[config.mk]
export PLATFORM = sky130hd
export DESIGN_NAME = rob_core
export DESIGN_NICKNAME = d
export VERILOG_FILES = /design/src/rtl/rob_pkg.sv /design/src/rtl/rob_entry_state.sv /design/src/rtl/rob_retire_sel.sv /design/src/rtl/rob_recover_arb.sv /design/src/rtl/rob_core.sv
export SDC_FILE = /design/constraint.sdc
export NUM_CORES = 1
export LEC_CHECK = 0
export BUFFER_PORTS_ARGS = -buffer_cell sky130_fd_sc_hd__buf_4
export CORE_ASPECT_RATIO = 1.1
export CORE_UTILIZATION = 53
export CTS_CLUSTER_SIZE = 25
export DETAILED_ROUTE_END_ITERATION = 16
export PLACE_DENSITY = 0.75
export REMOVE_ABC_BUFFERS = 1
export SKIP_CTS_REPAIR_TIMING = 1
export SLEW_MARGIN = 25
export SYNTH_ARGS = -nofsm -noshare
export SYNTH_HDL_FRONTEND = slang
export SYNTH_SLANG_ARGS = --single-unit
[constraint.sdc]
create_clock -name clk -period 8.2 [get_ports clk]
set_input_delay 1.23 -clock clk [delete_from_list [all_inputs] [get_ports clk]]
set_output_delay 1.23 -clock clk [all_outputs]
set_load 0.005 [all_outputs]
[src/rtl/rob_pkg.sv]
package rob_pkg;
  // reason reported with a flush pulse
  typedef enum logic {
    CAUSE_EXT   = 1'b0,
    CAUSE_FAULT = 1'b1
  } flush_cause_e;
endpackage

[src/rtl/rob_entry_state.sv]
// Per-slot done and fault-on-retire flags.
module rob_entry_state #(
  parameter  int DEPTH   = 8,
  parameter  int NUM_CMP = 2,
  localparam int IDX_W   = $clog2(DEPTH)
) (
  input  logic                            clk,
  input  logic                            rst_n,
  input  logic                            alloc_fire_i,
  input  logic [IDX_W-1:0]                alloc_idx_i,
  input  logic [NUM_CMP-1:0]              cmp_hit_i,
  input  logic [NUM_CMP-1:0][IDX_W-1:0]   cmp_idx_i,
  input  logic [NUM_CMP-1:0]              cmp_fault_i,
  output logic [DEPTH-1:0]                done_o,
  output logic [DEPTH-1:0]                fault_o
);

  for (genvar e = 0; e < DEPTH; e++) begin : g_slot
    logic set_done, set_fault;
    logic done_q, fault_q;

    always_comb begin
      set_done  = 1'b0;
      set_fault = 1'b0;
      for (int p = 0; p < NUM_CMP; p++) begin
        if (cmp_hit_i[p] && (cmp_idx_i[p] == IDX_W'(e))) begin
          set_done  = 1'b1;
          set_fault = set_fault | cmp_fault_i[p];
        end
      end
    end

    always_ff @(posedge clk or negedge rst_n) begin
      if (!rst_n) begin
        done_q  <= 1'b0;
        fault_q <= 1'b0;
      end else if (alloc_fire_i && (alloc_idx_i == IDX_W'(e))) begin
        done_q  <= 1'b0;
        fault_q <= 1'b0;
      end else if (set_done) begin
        done_q  <= 1'b1;
        fault_q <= fault_q | set_fault;
      end
    end

    assign done_o[e]  = done_q;
    assign fault_o[e] = fault_q;

    // a report only lands on an in-flight slot, never on the one being allocated
    a_r10_no_hit_on_free: assert property (@(posedge clk) disable iff (!rst_n)
      (alloc_fire_i && (alloc_idx_i == IDX_W'(e))) |-> !set_done);
  end

endmodule

[src/rtl/rob_retire_sel.sv]
// Picks the oldest contiguous run of finished, fault-free entries.
module rob_retire_sel #(
  parameter  int DEPTH = 8,
  parameter  int RET_W = 2,
  localparam int IDX_W = $clog2(DEPTH),
  localparam int TAG_W = IDX_W + 1
) (
  input  logic [TAG_W-1:0]             head_i,
  input  logic [TAG_W-1:0]             avail_i,
  input  logic [DEPTH-1:0]             done_i,
  input  logic [DEPTH-1:0]             fault_i,
  output logic [RET_W-1:0]             ret_valid_o,
  output logic [RET_W-1:0][TAG_W-1:0]  ret_tag_o,
  output logic                         fault_head_o
);

  logic             run;
  logic [TAG_W-1:0] tg;
  logic [IDX_W-1:0] hidx;

  always_comb begin
    run = 1'b1;
    tg  = head_i;
    for (int i = 0; i < RET_W; i++) begin
      tg             = head_i + TAG_W'(i);
      ret_tag_o[i]   = tg;
      ret_valid_o[i] = run && (TAG_W'(i) < avail_i) &&
                       done_i[tg[IDX_W-1:0]] && !fault_i[tg[IDX_W-1:0]];
      run            = ret_valid_o[i];
    end
  end

  assign hidx         = head_i[IDX_W-1:0];
  assign fault_head_o = (avail_i != '0) && done_i[hidx] && fault_i[hidx];

endmodule

[src/rtl/rob_recover_arb.sv]
// Chooses the oldest mispredict among the pending one and new reports,
// and marks which reports name in-flight entries.
module rob_recover_arb #(
  parameter int NUM_CMP = 2,
  parameter int TAG_W   = 4
) (
  input  logic [TAG_W-1:0]               head_i,
  input  logic [TAG_W-1:0]               count_i,
  input  logic                           pend_v_i,
  input  logic [TAG_W-1:0]               pend_tag_i,
  input  logic [NUM_CMP-1:0]             cmp_valid_i,
  input  logic [NUM_CMP-1:0][TAG_W-1:0]  cmp_tag_i,
  input  logic [NUM_CMP-1:0]             cmp_mis_i,
  output logic [NUM_CMP-1:0]             cmp_live_o,
  output logic                           take_new_o,
  output logic [TAG_W-1:0]               new_tag_o,
  output logic                           apply_pend_o
);

  logic             best_v;
  logic [TAG_W-1:0] best_age;
  logic [TAG_W-1:0] age;

  always_comb begin
    best_v     = pend_v_i;
    best_age   = pend_tag_i - head_i;
    new_tag_o  = pend_tag_i;
    take_new_o = 1'b0;
    age        = '0;
    for (int p = 0; p < NUM_CMP; p++) begin
      age           = cmp_tag_i[p] - head_i;
      cmp_live_o[p] = cmp_valid_i[p] && (age < count_i);
      if (cmp_live_o[p] && cmp_mis_i[p] && (!best_v || (age < best_age))) begin
        best_v     = 1'b1;
        best_age   = age;
        new_tag_o  = cmp_tag_i[p];
        take_new_o = 1'b1;
      end
    end
    apply_pend_o = pend_v_i && !take_new_o;
  end

endmodule

[src/rtl/rob_core.sv]
// In-order retirement tracker: circular buffer, deferred faults,
// early mispredict squash, external flush.
module rob_core #(
  parameter  int DEPTH   = 8,
  parameter  int RET_W   = 2,
  parameter  int NUM_CMP = 2,
  localparam int IDX_W   = $clog2(DEPTH),
  localparam int TAG_W   = IDX_W + 1
) (
  input  logic                            clk,
  input  logic                            rst_n,
  input  logic                            alloc_valid_i,
  output logic                            alloc_ready_o,
  output logic [TAG_W-1:0]                alloc_tag_o,
  input  logic [NUM_CMP-1:0]              cmp_valid_i,
  input  logic [NUM_CMP-1:0][TAG_W-1:0]   cmp_tag_i,
  input  logic [NUM_CMP-1:0]              cmp_fault_i,
  input  logic [NUM_CMP-1:0]              cmp_mispred_i,
  output logic [RET_W-1:0]                ret_valid_o,
  output logic [RET_W-1:0][TAG_W-1:0]     ret_tag_o,
  input  logic                            ret_ready_i,
  input  logic                            ext_flush_i,
  output logic                            flush_valid_o,
  output logic                            flush_cause_o,
  output logic [TAG_W-1:0]                flush_tag_o,
  output logic                            redirect_valid_o,
  output logic [TAG_W-1:0]                redirect_tag_o,
  output logic [TAG_W-1:0]                occupancy_o,
  output logic                            empty_o
);

  logic [TAG_W-1:0] head_q, tail_q, pend_tag_q;
  logic             pend_v_q;
  rob_pkg::flush_cause_e cause_q;

  logic [TAG_W-1:0] count, avail, n_ret, new_tag;
  logic             full, flush_now, fault_head, ret_fire, alloc_fire;
  logic             take_new, apply_pend;
  logic [DEPTH-1:0] done_v, fault_v;
  logic [RET_W-1:0] sel_valid;
  logic [NUM_CMP-1:0]            cmp_live, cmp_hit;
  logic [NUM_CMP-1:0][IDX_W-1:0] cmp_idx;

  assign count       = tail_q - head_q;
  assign full        = (count == TAG_W'(DEPTH));
  // while a recovery is pending, nothing past the branch may leave
  assign avail       = pend_v_q ? (pend_tag_q - head_q + TAG_W'(1)) : count;
  assign occupancy_o = count;
  assign empty_o     = (count == '0);

  rob_recover_arb #(.NUM_CMP(NUM_CMP), .TAG_W(TAG_W)) u_arb (
    .head_i      (head_q),
    .count_i     (count),
    .pend_v_i    (pend_v_q),
    .pend_tag_i  (pend_tag_q),
    .cmp_valid_i (cmp_valid_i),
    .cmp_tag_i   (cmp_tag_i),
    .cmp_mis_i   (cmp_mispred_i),
    .cmp_live_o  (cmp_live),
    .take_new_o  (take_new),
    .new_tag_o   (new_tag),
    .apply_pend_o(apply_pend)
  );

  rob_retire_sel #(.DEPTH(DEPTH), .RET_W(RET_W)) u_sel (
    .head_i      (head_q),
    .avail_i     (avail),
    .done_i      (done_v),
    .fault_i     (fault_v),
    .ret_valid_o (sel_valid),
    .ret_tag_o   (ret_tag_o),
    .fault_head_o(fault_head)
  );

  assign flush_now     = ext_flush_i | fault_head;
  assign ret_valid_o   = flush_now ? '0 : sel_valid;
  assign ret_fire      = ret_ready_i && ret_valid_o[0];
  assign n_ret         = TAG_W'($countones(ret_valid_o));
  assign alloc_ready_o = !full && !pend_v_q && !flush_now;
  assign alloc_fire    = alloc_valid_i && alloc_ready_o;
  assign alloc_tag_o   = tail_q;
  assign cmp_hit       = cmp_live & {NUM_CMP{!flush_now}};
  assign flush_cause_o = cause_q;

  always_comb begin
    for (int p = 0; p < NUM_CMP; p++) cmp_idx[p] = cmp_tag_i[p][IDX_W-1:0];
  end

  rob_entry_state #(.DEPTH(DEPTH), .NUM_CMP(NUM_CMP)) u_ent (
    .clk         (clk),
    .rst_n       (rst_n),
    .alloc_fire_i(alloc_fire),
    .alloc_idx_i (tail_q[IDX_W-1:0]),
    .cmp_hit_i   (cmp_hit),
    .cmp_idx_i   (cmp_idx),
    .cmp_fault_i (cmp_fault_i),
    .done_o      (done_v),
    .fault_o     (fault_v)
  );

  always_ff @(posedge clk or negedge rst_n) begin
    if (!rst_n) begin
      head_q           <= '0;
      tail_q           <= '0;
      pend_v_q         <= 1'b0;
      pend_tag_q       <= '0;
      flush_valid_o    <= 1'b0;
      flush_tag_o      <= '0;
      cause_q          <= rob_pkg::CAUSE_EXT;
      redirect_valid_o <= 1'b0;
      redirect_tag_o   <= '0;
    end else begin
      flush_valid_o    <= 1'b0;
      redirect_valid_o <= 1'b0;
      if (flush_now) begin
        head_q        <= tail_q;
        pend_v_q      <= 1'b0;
        flush_valid_o <= 1'b1;
        flush_tag_o   <= head_q;
        cause_q       <= fault_head ? rob_pkg::CAUSE_FAULT : rob_pkg::CAUSE_EXT;
      end else begin
        if (ret_fire)   head_q <= head_q + n_ret;
        if (alloc_fire) tail_q <= tail_q + TAG_W'(1);
        if (take_new) begin
          pend_v_q   <= 1'b1;
          pend_tag_q <= new_tag;
        end else if (apply_pend) begin
          pend_v_q         <= 1'b0;
          tail_q           <= pend_tag_q + TAG_W'(1);
          redirect_valid_o <= 1'b1;
          redirect_tag_o   <= pend_tag_q;
        end
      end
    end
  end

  // the window never holds more than DEPTH entries
  a_r2_no_overflow: assert property (@(posedge clk) disable iff (!rst_n)
    occupancy_o <= TAG_W'(DEPTH));

  // offered lanes form an unbroken run starting at the oldest
  a_r3_oldest_first: assert property (@(posedge clk) disable iff (!rst_n)
    (ret_valid_o & (ret_valid_o + RET_W'(1))) == '0);

  // nothing is offered from an empty buffer
  a_r4_empty_no_retire: assert property (@(posedge clk) disable iff (!rst_n)
    empty_o |-> (ret_valid_o == '0));

  // a flush pulse always leaves the buffer empty
  a_r5_flush_empties: assert property (@(posedge clk) disable iff (!rst_n)
    flush_valid_o |-> empty_o);

  // after a redirect the branch is the youngest entry
  a_r6_redirect_tail: assert property (@(posedge clk) disable iff (!rst_n)
    redirect_valid_o |-> ((tail_q - redirect_tag_o) == TAG_W'(1)));

  // the pending recovery always names an in-flight entry
  a_r7_pend_live: assert property (@(posedge clk) disable iff (!rst_n)
    pend_v_q |-> ((pend_tag_q - head_q) < count));

  // an external flush empties the buffer at the next edge
  a_r8_ext_flush: assert property (@(posedge clk) disable iff (!rst_n)
    ext_flush_i |=> (flush_valid_o && empty_o));

endmodule

# Word level (Yosys, flattened, before mapping)
# Index checks and enable logic that the tools add are counted.
# totals
word_cells,247
regBits,40
in_bits,19
out_inout_bits,31
# op_classes
eq_ne,22
addsub,10
reduce_logical,69
bitwise,20
magnitude_cmp,8
mux,93
# ops
cell,n
$mux W1,79
$logic_and A1 B1 Y1,42
$eq A3 B3 Y1 const B,12
$mux W4,9
$reduce_bool A2 Y1,10
$eq A3 B2 Y1 const B,6
$or A1 B1 Y1,17
$add A4 B1 Y4 const B,4
$lt A4 B4 Y1,4
$sub A4 B4 Y4,4
$bmux W1 S3,4
$eq A3 B1 Y1 const B,3
$logic_not A3 Y1,3
$lt A1 B4 Y1 const A,2
$lt A3 B4 Y1 const B,2
$logic_not A1 Y1,7
$reduce_and A3 Y1,2
$add A4 B2 Y4,1
$eq A4 B4 Y1 const B,1
$logic_not A4 Y1,1
$reduce_bool A4 Y1,1
$reduce_bool A3 Y1,1
$add A1 B1 Y2,1
$and A2 B2 Y2,1
3 further kinds,5

# Depth between registers and ports, before layout
# Gate-level depths: netlist (run 1).
# depth
depth_word,16
depth_mapped,22
depth_no_buf,21

# Cells and area by module
# Synthesis (run 1) repeated with hierarchy kept, for this count alone.
# unflattened
hier_cells,399
area_unflattened_um2,3646.0
# modules_own_cells
mod,seq_area_each_um2,n_inst,area_per_inst_um2,cells_each
rob_core,600.6,1,1461.4,148
rob_entry_state,400.4,1,943.4,97
rob_recover_arb,0.0,1,889.6,111
rob_retire_sel,0.0,1,351.6,43

# Worst setup path before layout (run 1)
# Ideal clock, no wire load.
# synth_path
path_type,input -> register
from,input cmp_tag_i[0] (netlist name)
to,register redirect_tag_o[0]
t_required_ns,8.072
path_slack_ns,2.744
arrival_time_ns,5.329
path_buffers,0
cell_stages,19
setup_time_ns,0.128
path_cell_list,inv_1 -> ha_1 -> inv_1 -> fa_1 -> xor2_1 -> ha_1 -> o21a_1 -> o21ai_0 -> o211ai_2 -> nor4b_4 -> mux2i_1 -> ha_1 -> a21oi_1 -> o21ai_0 -> nor2_1 -> or2_2 -> a311oi_4 -> nand2_2 -> mux2_1
# synth_between
elab_chain_cells,13
elab_cells_between_ends,19
cone_classes,1 x add/sub; 3 x order compare; 4 x mux; 1 x bitwise; 10 x reduce/logical
# synth_rtl
item,line_no,text
"start, declared",rob_core.sv:16,"input logic [NUM_CMP-1:0][TAG_W-1:0] cmp_tag_i,"
$sub A4 B4 Y4 *,rob_recover_arb.sv:31,age = cmp_tag_i[p] - head_i;
$lt A4 B4 Y1,rob_recover_arb.sv:32,cmp_live_o[p] = cmp_valid_i[p] && (age < count_i);
$logic_and A1 B1 Y1,rob_recover_arb.sv:32,
$logic_and A1 B1 Y1 (2 in series),rob_recover_arb.sv:33,if (cmp_live_o[p] && cmp_mis_i[p] && (!best_v || (age < best_age))) begin
$mux W4 or $mux W1 (tied branches),rob_recover_arb.sv:33,
$lt A4 B4 Y1 or $logic_not A1 Y1 (tied branches),rob_recover_arb.sv:33,
$logic_or A1 B1 Y1,rob_recover_arb.sv:33,
$logic_and A1 B1 Y1,rob_recover_arb.sv:33,
$mux W1 *,rob_recover_arb.sv:33,
$logic_not A1 Y1,rob_recover_arb.sv:40,apply_pend_o = pend_v_i && !take_new_o;
$logic_and A1 B1 Y1,rob_recover_arb.sv:40,
$reduce_and A3 Y1 (no source line) *,-,
"end signal, assigned",rob_core.sv:131,redirect_tag_o <= pend_tag_q;
"end, declared",rob_core.sv:27,"output logic [TAG_W-1:0] redirect_tag_o,"
# Every way passes the cells marked *; elsewhere a longest branch is shown, timed or not.
# A chain may end at the register's enable or synchronous reset.

# Final worst setup path (run 1)
# layout_path
from,input cmp_tag_i[0] (netlist name)
to,register redirect_tag_o[3]
# Same word-level chain as after synthesis.

==> results of run 1 <==
==> worst max-delay path, delay by kind of cell <==
family	cells	cell delay (ns)
and+or+nand+nor	4	1.28
buffers and inverters	3	0.26
xor gates and xnor gates	1	0.38
adders and majority gates	4	1.18
AOI/OAI and AO/OA	6	1.22
muxes	2	0.56
==> per-stage QoR <==
stage                      util  hold WS [ns]  cell area [um2]  std cells  setup slack (ns)
after global placement    0.624         0.460             3890        497              2.26
after floorplan               -         0.463             3420        368              2.73
after detailed placement  0.624         0.465             3890        497              2.07
after CTS                 0.639         0.483             3980        504              2.35
after global routing      0.639         0.503             3980        504              1.99
final                     0.639         0.481             3980        504              2.25
==> synth_stat cells, drive strengths merged, types with 4 or more instances <==
cell,count,area (um2)
or2,6,37.5
buf,5,30.0
inv,38,143
dfrtp,40,1000
a21oi,16,80.1
o21ai,14,70.1
mux2,5,60.1
mux4,4,90.1
nor3b,6,45.0
nor2,30,113
nand3,17,85.1
xor2,9,86.3
nor4,12,81.3
nand4,4,25.0
o21a,4,30.0
a211oi,5,42.5
fa,5,100
nand2,29,111
o31a,9,78.8
a222oi,4,40.0
ha,30,375
nor3,10,55.1
xnor2,6,52.6
nand2b,4,32.5
nand3b,4,30.0
==> cell type report <==
class | instances | area (um2)
multi-input cells | 290 | 2280
fillers | 560 | 2250
flip-flops and latches | 40 | 1000
repair buffers | 49 | 368
inverters | 38 | 143
well taps | 80 | 100
clock buffers | 7 | 96.3
==> registers in the layout, summed over array words and instances, names as in the netlist <==
signal / flops
u_ent.g_slot.done_q: 8
u_ent.g_slot.fault_q: 8
alloc_tag_o: 4
flush_tag_o: 4
head_q: 4
pend_tag_q: 4
redirect_tag_o: 4
flush_cause_o: 1
flush_valid_o: 1
pend_v_q: 1
redirect_valid_o: 1
==> kinds of logic after synthesis <==
logic type,synth area share
compound gates,0.219
xor+xnor,0.0402
fa+ha+maj,0.138
buf+inv,0.0521
flops,0.290
mux,0.0492
simple gates,0.212
==> layout by cell type, fill, tap and decap left out, drive strengths merged, types with 4 or more instances in the layout <==
cell,netlist,routed
mux4,4,4
nand3,17,17
buf,5,49
nor2,30,30
ha,30,30
nand2,29,29
dfrtp,40,40
o21a,4,4
nor4,12,12
nand2b,4,4
inv,38,38
o31a,9,9
mux2,5,5
or2,6,6
nand4,4,4
a21oi,16,16
xor2,9,9
a211oi,5,5
fa,5,5
a222oi,4,4
xnor2,6,6
nor3,10,10
clkbuf,2,7
nor3b,6,6
nand3b,4,4
o21ai,14,14
==> per-layer routing <==
| layer | vias to the layer above | global-route usage | share of wire |
|---|---|---|---|
| li1 | 1490 | - | - |
| met1 | 1547 | 0.396 | 0.40 |
| met2 | 162 | 0.553 | 0.49 |
| met3 | 39 | 0.0432 | 0.061 |
| met4 | 0 | 0.160 | 0.041 |
| met5 | - | 0 | 0 |
==> worst min path at each step <==
stage	start	end	slack [ns]	depth (start not counted)
after floorplan	flush_tag_o[3]	flush_tag_o[3]	0.46	2
after global placement	flush_tag_o[3]	flush_tag_o[3]	0.46	2
after detailed placement	flush_tag_o[3]	flush_tag_o[3]	0.46	2
after CTS	flush_tag_o[3]	flush_tag_o[3]	0.48	2
after global routing	redirect_tag_o[0]	redirect_tag_o[0]	0.50	1
final	flush_tag_o[3]	flush_tag_o[3]	0.48	2
==> impl_metrics.yaml, run 1 <==
run_status:
  status: "finished, final reports clean"
global_route:
  antenna_found_initial: 0
  grt_pass1_wl_um: 16500
  grt_pass1_vias: 3207
  track_usage: 0.322
  grt-ovfl-total: 0
  grt_max_degree: 41
critical_path:
  required_ns: 8.37
  path_cells: "buf_4 -> inv_1 -> ha_1 -> inv_1 -> fa_1 -> xor2_1 -> ha_1 -> o21a_1 -> o21ai_0 -> o211ai_2 -> nor4b_4 -> mux2i_1 -> ha_1 -> a21oi_1 -> o21ai_0 -> nor2_1 -> or2_2 -> a311oi_4 -> nand2_2 -> mux2_1"
  critPathKind: "in -> reg"
  crit_path_end: "redirect_tag_o[3]"
  r2r_setup_slack_ns: 2.31
  reg2reg_depth: 19
  critPathArrivalTime_ns: 6.11
  r2r-start: "head_q[1]"
  start_kind: "primary input"
  slowest_delay_ns: 0.67
  reg2reg_to: "redirect_tag_o[3]"
  crit_path_frequent_cell: "ha_1"
  cp_slowest_cell: "nor4b_4"
  crit_path_end_kind: "register"
  critPathLaunch: "cmp_tag_i[0]"
  crit_path_max_fanout: 10
clocking:
  root_buffer: "clkbuf_8"
  htree_levels: 2
  cts_buffer_depth: 2
  clock_latency_ns: 0.29
  clock-sinks: 40
  clk_pin_slew_ns: 0.08
  cts_tree: "built"
  cts_buffers: 5
cells_and_area:
  antenna_cells: 0
  layout-drive-gt1-share: 0.191
  area_delta_synth_final_pct: 15.2
  fin_nets: 478
sta:
  final.min_clock_period_ns: 5.95
  final_hold_viol_count: 0
  tightest_slew_ns: 0.958
  fin_skew_ns: 0.00668
  max_clock_freq_mhz: 168
  relSlewSlack: 0.351
  rsz0062_at_grt: "no"
  finalCritPeriodShare: 0.725
  fin_tns_setup_ns: 0
  slew_violations: 0
  setup_viol: 0
synth:
  syn_area_mm2: 0.00346
  synth-edff-count: 0
  synthArstFlopShare: 1.00
  yosysWarnings: 0
  ys_seq_area_frac: 0.290
  synth_flop_cell: "dfrtp_1"
  ys_seq_elements: 40
  synthesis.instances: 375
  synth_area_per_cell_um2: 9.22
  ys_types: 75
route:
  postRouteAntennaNets: 0
  dr.pass1.iters: 5
  drt-total-wl_um: 10400
  routed_via_density: 6.42
  drt_first_iter_violations: 304
  drc: 0
  wl_per_cell_um: 20.6
  vias: 3238
placement:
  dp_hpwl_um: 7990
  port_buffers: 49
  place_congestion: 0.986
die:
  die_w_um: 79.0
  core_mm2: 0.00623
  ioPinCount: 50
  die_h_um: 86.7
  start_util: 0.555
  die_area_mm2: 0.00685
  num_rows: 30
run:
  maxCapViolCount: 0
worst_hold_path:
  hp-class: "reg -> reg"
Power of run 1 is not shown: default switching activity piles up to over one toggle a cycle in this logic, so the estimate is an artifact.
==> run 2: changes to the inputs <==
PLACE_DENSITY = 0.78   (was 0.75)
clock period = 5.24 ns   (was 8.2 ns; I/O delays follow)
==> run 2 against run 1 <==
Effect of this change:
- critical path depth decreased by 1
- largest cell class unchanged
- critical path type unchanged
- first-iteration DRC count decreased by 8.2%
- non-clock buffer count increased by 16
- routed wire length increased by 1.8%
- clock skew decreased by 0.0011 ns
- worst setup slack got worse by 2.0 ns
==> impl_metrics.yaml, run 2 (synthesis gave the netlist of run 1 again) <==
run_status:
  status: "finished, final reports clean"
cells_and_area:
  final_common_cell: "buf_4"
  nFillCells: 553
  final_cell_mix: "65 x buf_4, 38 x dfrtp_1, 34 x inv_1"
  design_area_mm2: 0.00412
  fin_nets: 494
  area_delta_synth_final_pct: 19.1
  antenna_cells: 0
  largestRegisters: "u_ent.g_slot.done_q (8), u_ent.g_slot.fault_q (8)"
  layout-drive-gt1-share: 0.229
critical_path:
  crit_path_max_fanout: 6
  start_kind: "primary input"
  critPathArrivalTime_ns: 5.16
  critPathKind: "in -> reg"
  required_ns: 5.42
  r2r-start: "alloc_tag_o[0]"
  reg2reg_depth: 16
  reg2reg_to: "redirect_tag_o[0]"
  r2r_setup_slack_ns: 0.35
  crit_path_end_kind: "register"
sta:
  max_clock_freq_mhz: 201
  finalCritPeriodShare: 0.949
  slew_violations: 0
  fin_skew_ns: 0.00557
  relSlewSlack: 0.398
  tightest_slew_ns: 0.889
  setup_viol: 0
  final.min_clock_period_ns: 4.97
  final_hold_viol_count: 0
clocking:
  clock_latency_ns: 0.30
  cts_tree: "built"
  cts_buffers: 5
  clock-sinks: 40
  cts_buffer_depth: 2
  clk_pin_slew_ns: 0.08
  htree_levels: 2
  root_buffer: "clkbuf_8"
placement:
  port_buffers: 49
  dp_hpwl_um: 8210
  place_congestion: 0.998
  placed_cell_area_mm2: 0.00399
die:
  die_w_um: 79.0
  start_util: 0.555
  die_h_um: 86.7
  die_area_mm2: 0.00685
  ioPinCount: 50
  num_rows: 30
  core_mm2: 0.00623
route:
  drt-total-wl_um: 10500
  wl_per_cell_um: 20.2
  routed_via_density: 6.43
  postRouteAntennaNets: 0
  drc: 0
  vias: 3350
  drt_first_iter_violations: 279
  dr.pass1.iters: 5
global_route:
  grt_pass1_vias: 3284
  antenna_found_initial: 0
  grt_pass1_wl_um: 16700
  track_usage: 0.323
  grt_max_degree: 41
  grt-ovfl-total: 0
worst_hold_path:
  hp-class: "in -> async"
run:
  maxCapViolCount: 0
run 2: changes by cell type in the layout (fill, tap and decap cells not counted):
| cell | previous run | this run |
|---|---|---|
| clkbuf_8 | 7 | 6 |
| dfrtp_1 | 40 | 38 |
| a221oi_2 | 1 | 0 |
| inv_1 | 36 | 34 |
| a221oi_4 | 0 | 1 |
| inv_2 | 2 | 3 |
| dfrtp_2 | 0 | 2 |
| clkbuf_1 | 0 | 1 |
| clkinvlp_4 | 0 | 2 |
| buf_4 | 49 | 65 |
run 2: final cells by class:
class | instances | area, um2 | share of cell area
well taps | 80 | 100 | 0.0243
clock inverters | 1 | 7.51 | 0.00182
flip-flops and latches | 40 | 1000 | 0.244
clock buffers | 7 | 86.3 | 0.0210
repair buffers | 65 | 488 | 0.118
inverters | 38 | 146 | 0.0355
multi-input cells | 290 | 2290 | 0.555
run 2: worst max path at each step:
stage	from	to	cells past startpoint
global placement	cmp_tag_i[2]	redirect_tag_o[2]	18
floorplan	cmp_tag_i[0]	redirect_tag_o[0]	19
detailed placement	cmp_tag_i[2]	redirect_tag_o[0]	18
CTS	head_q[1]	redirect_tag_o[0]	18
global route	head_q[2]	redirect_tag_o[2]	19
finish	cmp_tag_i[2]	redirect_tag_o[0]	19
run 2: layer usage:
metal / global-route usage / wire, um / part of all wire / up-vias
li1: - / - / - / 1525
met1: 0.397 / 4100 / 0.39 / 1620
met2: 0.538 / 5250 / 0.50 / 167
met3: 0.0526 / 724 / 0.069 / 38
met4: 0.182 / 472 / 0.045 / 0
met5: 0 / 0 / 0 / -
run 2: per-stage QoR:
step | setup TNS (ns) | setup slack (ns) | util | std cells | hold slack [ns]
3_5_place_dp | -0.00178 | -0.00178 | 0.640 | 510 | 0.477
3_3_place_gp | 0 | 0.179 | 0.640 | 510 | 0.457
4_1_cts | 0 | 0.235 | 0.655 | 518 | 0.478
2_1_floorplan | 0 | 0.217 | - | 368 | 0.463
5_1_grt | -0.0126 | -0.00701 | 0.661 | 521 | 0.503
6_report | 0 | 0.267 | 0.661 | 521 | 0.453
run 2: worst max-delay path: stages:
cell and delay, ns:
buf_4 0.12, ha_1 0.33, a21oi_1 0.31, a21oi_1 0.15, nor2_1 0.22, ha_1 0.27
o21a_1 0.11, o21ai_0 0.20, o211ai_2 0.13, nor4b_4 0.40, mux2i_1 0.15, ha_1 0.31
a21oi_1 0.06, o21ai_0 0.20, nor2_1 0.10, or2_2 0.33, a311oi_4 0.44, nand2_2 0.18
mux2_1 0.34
Power of run 2 is left out for the same reason.
==> run 3: changes to the inputs <==
PLACE_DENSITY = 0.77   (was 0.78)
==> run 3 against run 2 <==
Effect of this change:
- fmax shrank 0.56%
- cell area is essentially flat
- global-route usage shrank 0.084 points
- clock skew grew 0.0027 ns
- critical path depth shrank 3
- via count shrank 0.30%
- non-clock buffer count shrank 3
- routed wire length shrank 0.12%
- worst setup slack lost 0.028 ns
- largest cell class unchanged
- sequential share of layout area is essentially flat
- die area is the same
==> impl_metrics.yaml, run 3 (synthesis gave the netlist of run 1 again) <==
die:
  num_rows: 30
  start_util: 0.555
  die_area_mm2: 0.00685
  die_h_um: 86.7
  ioPinCount: 50
  core_mm2: 0.00623
  die_w_um: 79.0
sta:
  relSlewSlack: 0.414
  fin_tns_setup_ns: 0
  tightest_slew_ns: 0.865
  final_hold_viol_count: 0
  fin_skew_ns: 0.00823
  setup_viol: 0
  finalCritPeriodShare: 0.954
  max_clock_freq_mhz: 200
  final.min_clock_period_ns: 5.00
  rsz0062_at_grt: "no"
  timing.final.ws_setup_ns: 0.239
  slew_violations: 0
cells_and_area:
  final_cell_mix: "62 x buf_4, 39 x dfrtp_1, 36 x inv_1"
  largestRegisters: "u_ent.g_slot.done_q (8), u_ent.g_slot.fault_q (8)"
  design_area_mm2: 0.00412
  finalCoreUtilization: 0.661
  layout-drive-gt1-share: 0.221
  area_delta_synth_final_pct: 19.1
  fin_nets: 491
  final_common_cell: "buf_4"
  antenna_cells: 0
  nFillCells: 537
route:
  postRouteAntennaNets: 0
  drt-total-wl_um: 10500
  drc: 0
  routed_via_density: 6.45
  drt_first_iter_violations: 333
  vias: 3340
  dr.pass1.iters: 5
  wl_per_cell_um: 20.3
critical_path:
  critPathArrivalTime_ns: 5.18
  slowest_delay_ns: 0.53
  cp_slowest_cell: "fa_1"
  crit_path_end_kind: "register"
  path_cells: "inv_1 -> ha_1 -> fa_1 -> ha_1 -> a221oi_2 -> a211oi_1 -> nor4b_4 -> mux2i_1 -> ha_1 -> a21oi_1 -> o21ai_0 -> nor2_1 -> or2_2 -> a311oi_4 -> nand2_2 -> mux2_1"
  crit_path_max_fanout: 7
  start_kind: "register"
  crit_path_frequent_cell: "ha_1"
  critPathKind: "reg -> reg"
  required_ns: 5.42
placement:
  place_congestion: 0.978
  preCtsSetupSlack_ns: -0.0552
  placed_cell_area_mm2: 0.00398
  dp_hpwl_um: 8120
  port_buffers: 49
clocking:
  clock-sinks: 40
  cts_buffers: 5
  cts_buffer_depth: 2
  clock_latency_ns: 0.30
  htree_levels: 2
  clk_pin_slew_ns: 0.08
  root_buffer: "clkbuf_8"
  cts_tree: "built"
worst_hold_path:
  hp-class: "in -> async"
global_route:
  track_usage: 0.322
  grt_max_degree: 41
  grt-ovfl-total: 0
  grt_pass1_wl_um: 16600
  grt_pass1_vias: 3257
  antenna_found_initial: 0
run:
  maxCapViolCount: 0
run_status:
  status: "finished, final reports clean"
[run 3: final timing paths]
path                                      from                 to  slack, ns  cells after the start
max in group asynchronous                rst_n          head_q[1]       4.41                      1
worst min register to register  flush_tag_o[0]     flush_tag_o[0]       0.49                      2
min in group clk                flush_tag_o[0]     flush_tag_o[0]       0.49                      2
worst max-delay path            alloc_tag_o[0]  redirect_tag_o[0]       0.24                     16
worst max register to register  alloc_tag_o[0]  redirect_tag_o[0]       0.24                     16
worst min-delay path                     rst_n          head_q[2]       0.46                      1
[run 3: layer usage]
layer	vias up	share of wire	global-route usage
li1	1521	-	-
met5	-	0	0
met1	1599	0.39	0.405
met3	36	0.075	0.0368
met2	184	0.49	0.540
met4	0	0.043	0.177
[run 3: final cells by class]
type / count / area, um2 / area share
Clock inverter: 1 / 30.0 / 0.00729
Inverter: 38 / 143 / 0.0347
Timing Repair Buffer: 62 / 465 / 0.113
Sequential cell: 40 / 1000 / 0.243
Multi-Input combinational cell: 290 / 2280 / 0.554
Tap cell: 80 / 100 / 0.0243
Clock buffer: 7 / 96.3 / 0.0234
[run 3: critical path: cells and delay by family, from the launching register on]
family	cells	cell delay, ns
compound gates	5	1.12
fa+ha+maj	4	1.49
buf+inv	1	0.21
flops	1	0.50
mux	2	0.48
simple gates	4	1.07
[run 3: through the flow]
| stage | hold slack (ns) | std cells |
|---|---|---|
| after floorplan | 0.463 | 368 |
| after global placement | 0.458 | 509 |
| after detailed placement | 0.474 | 509 |
| after CTS | 0.475 | 517 |
| after global routing | 0.498 | 518 |
| final | 0.459 | 518 |
Power of run 3 is left out for the same reason.
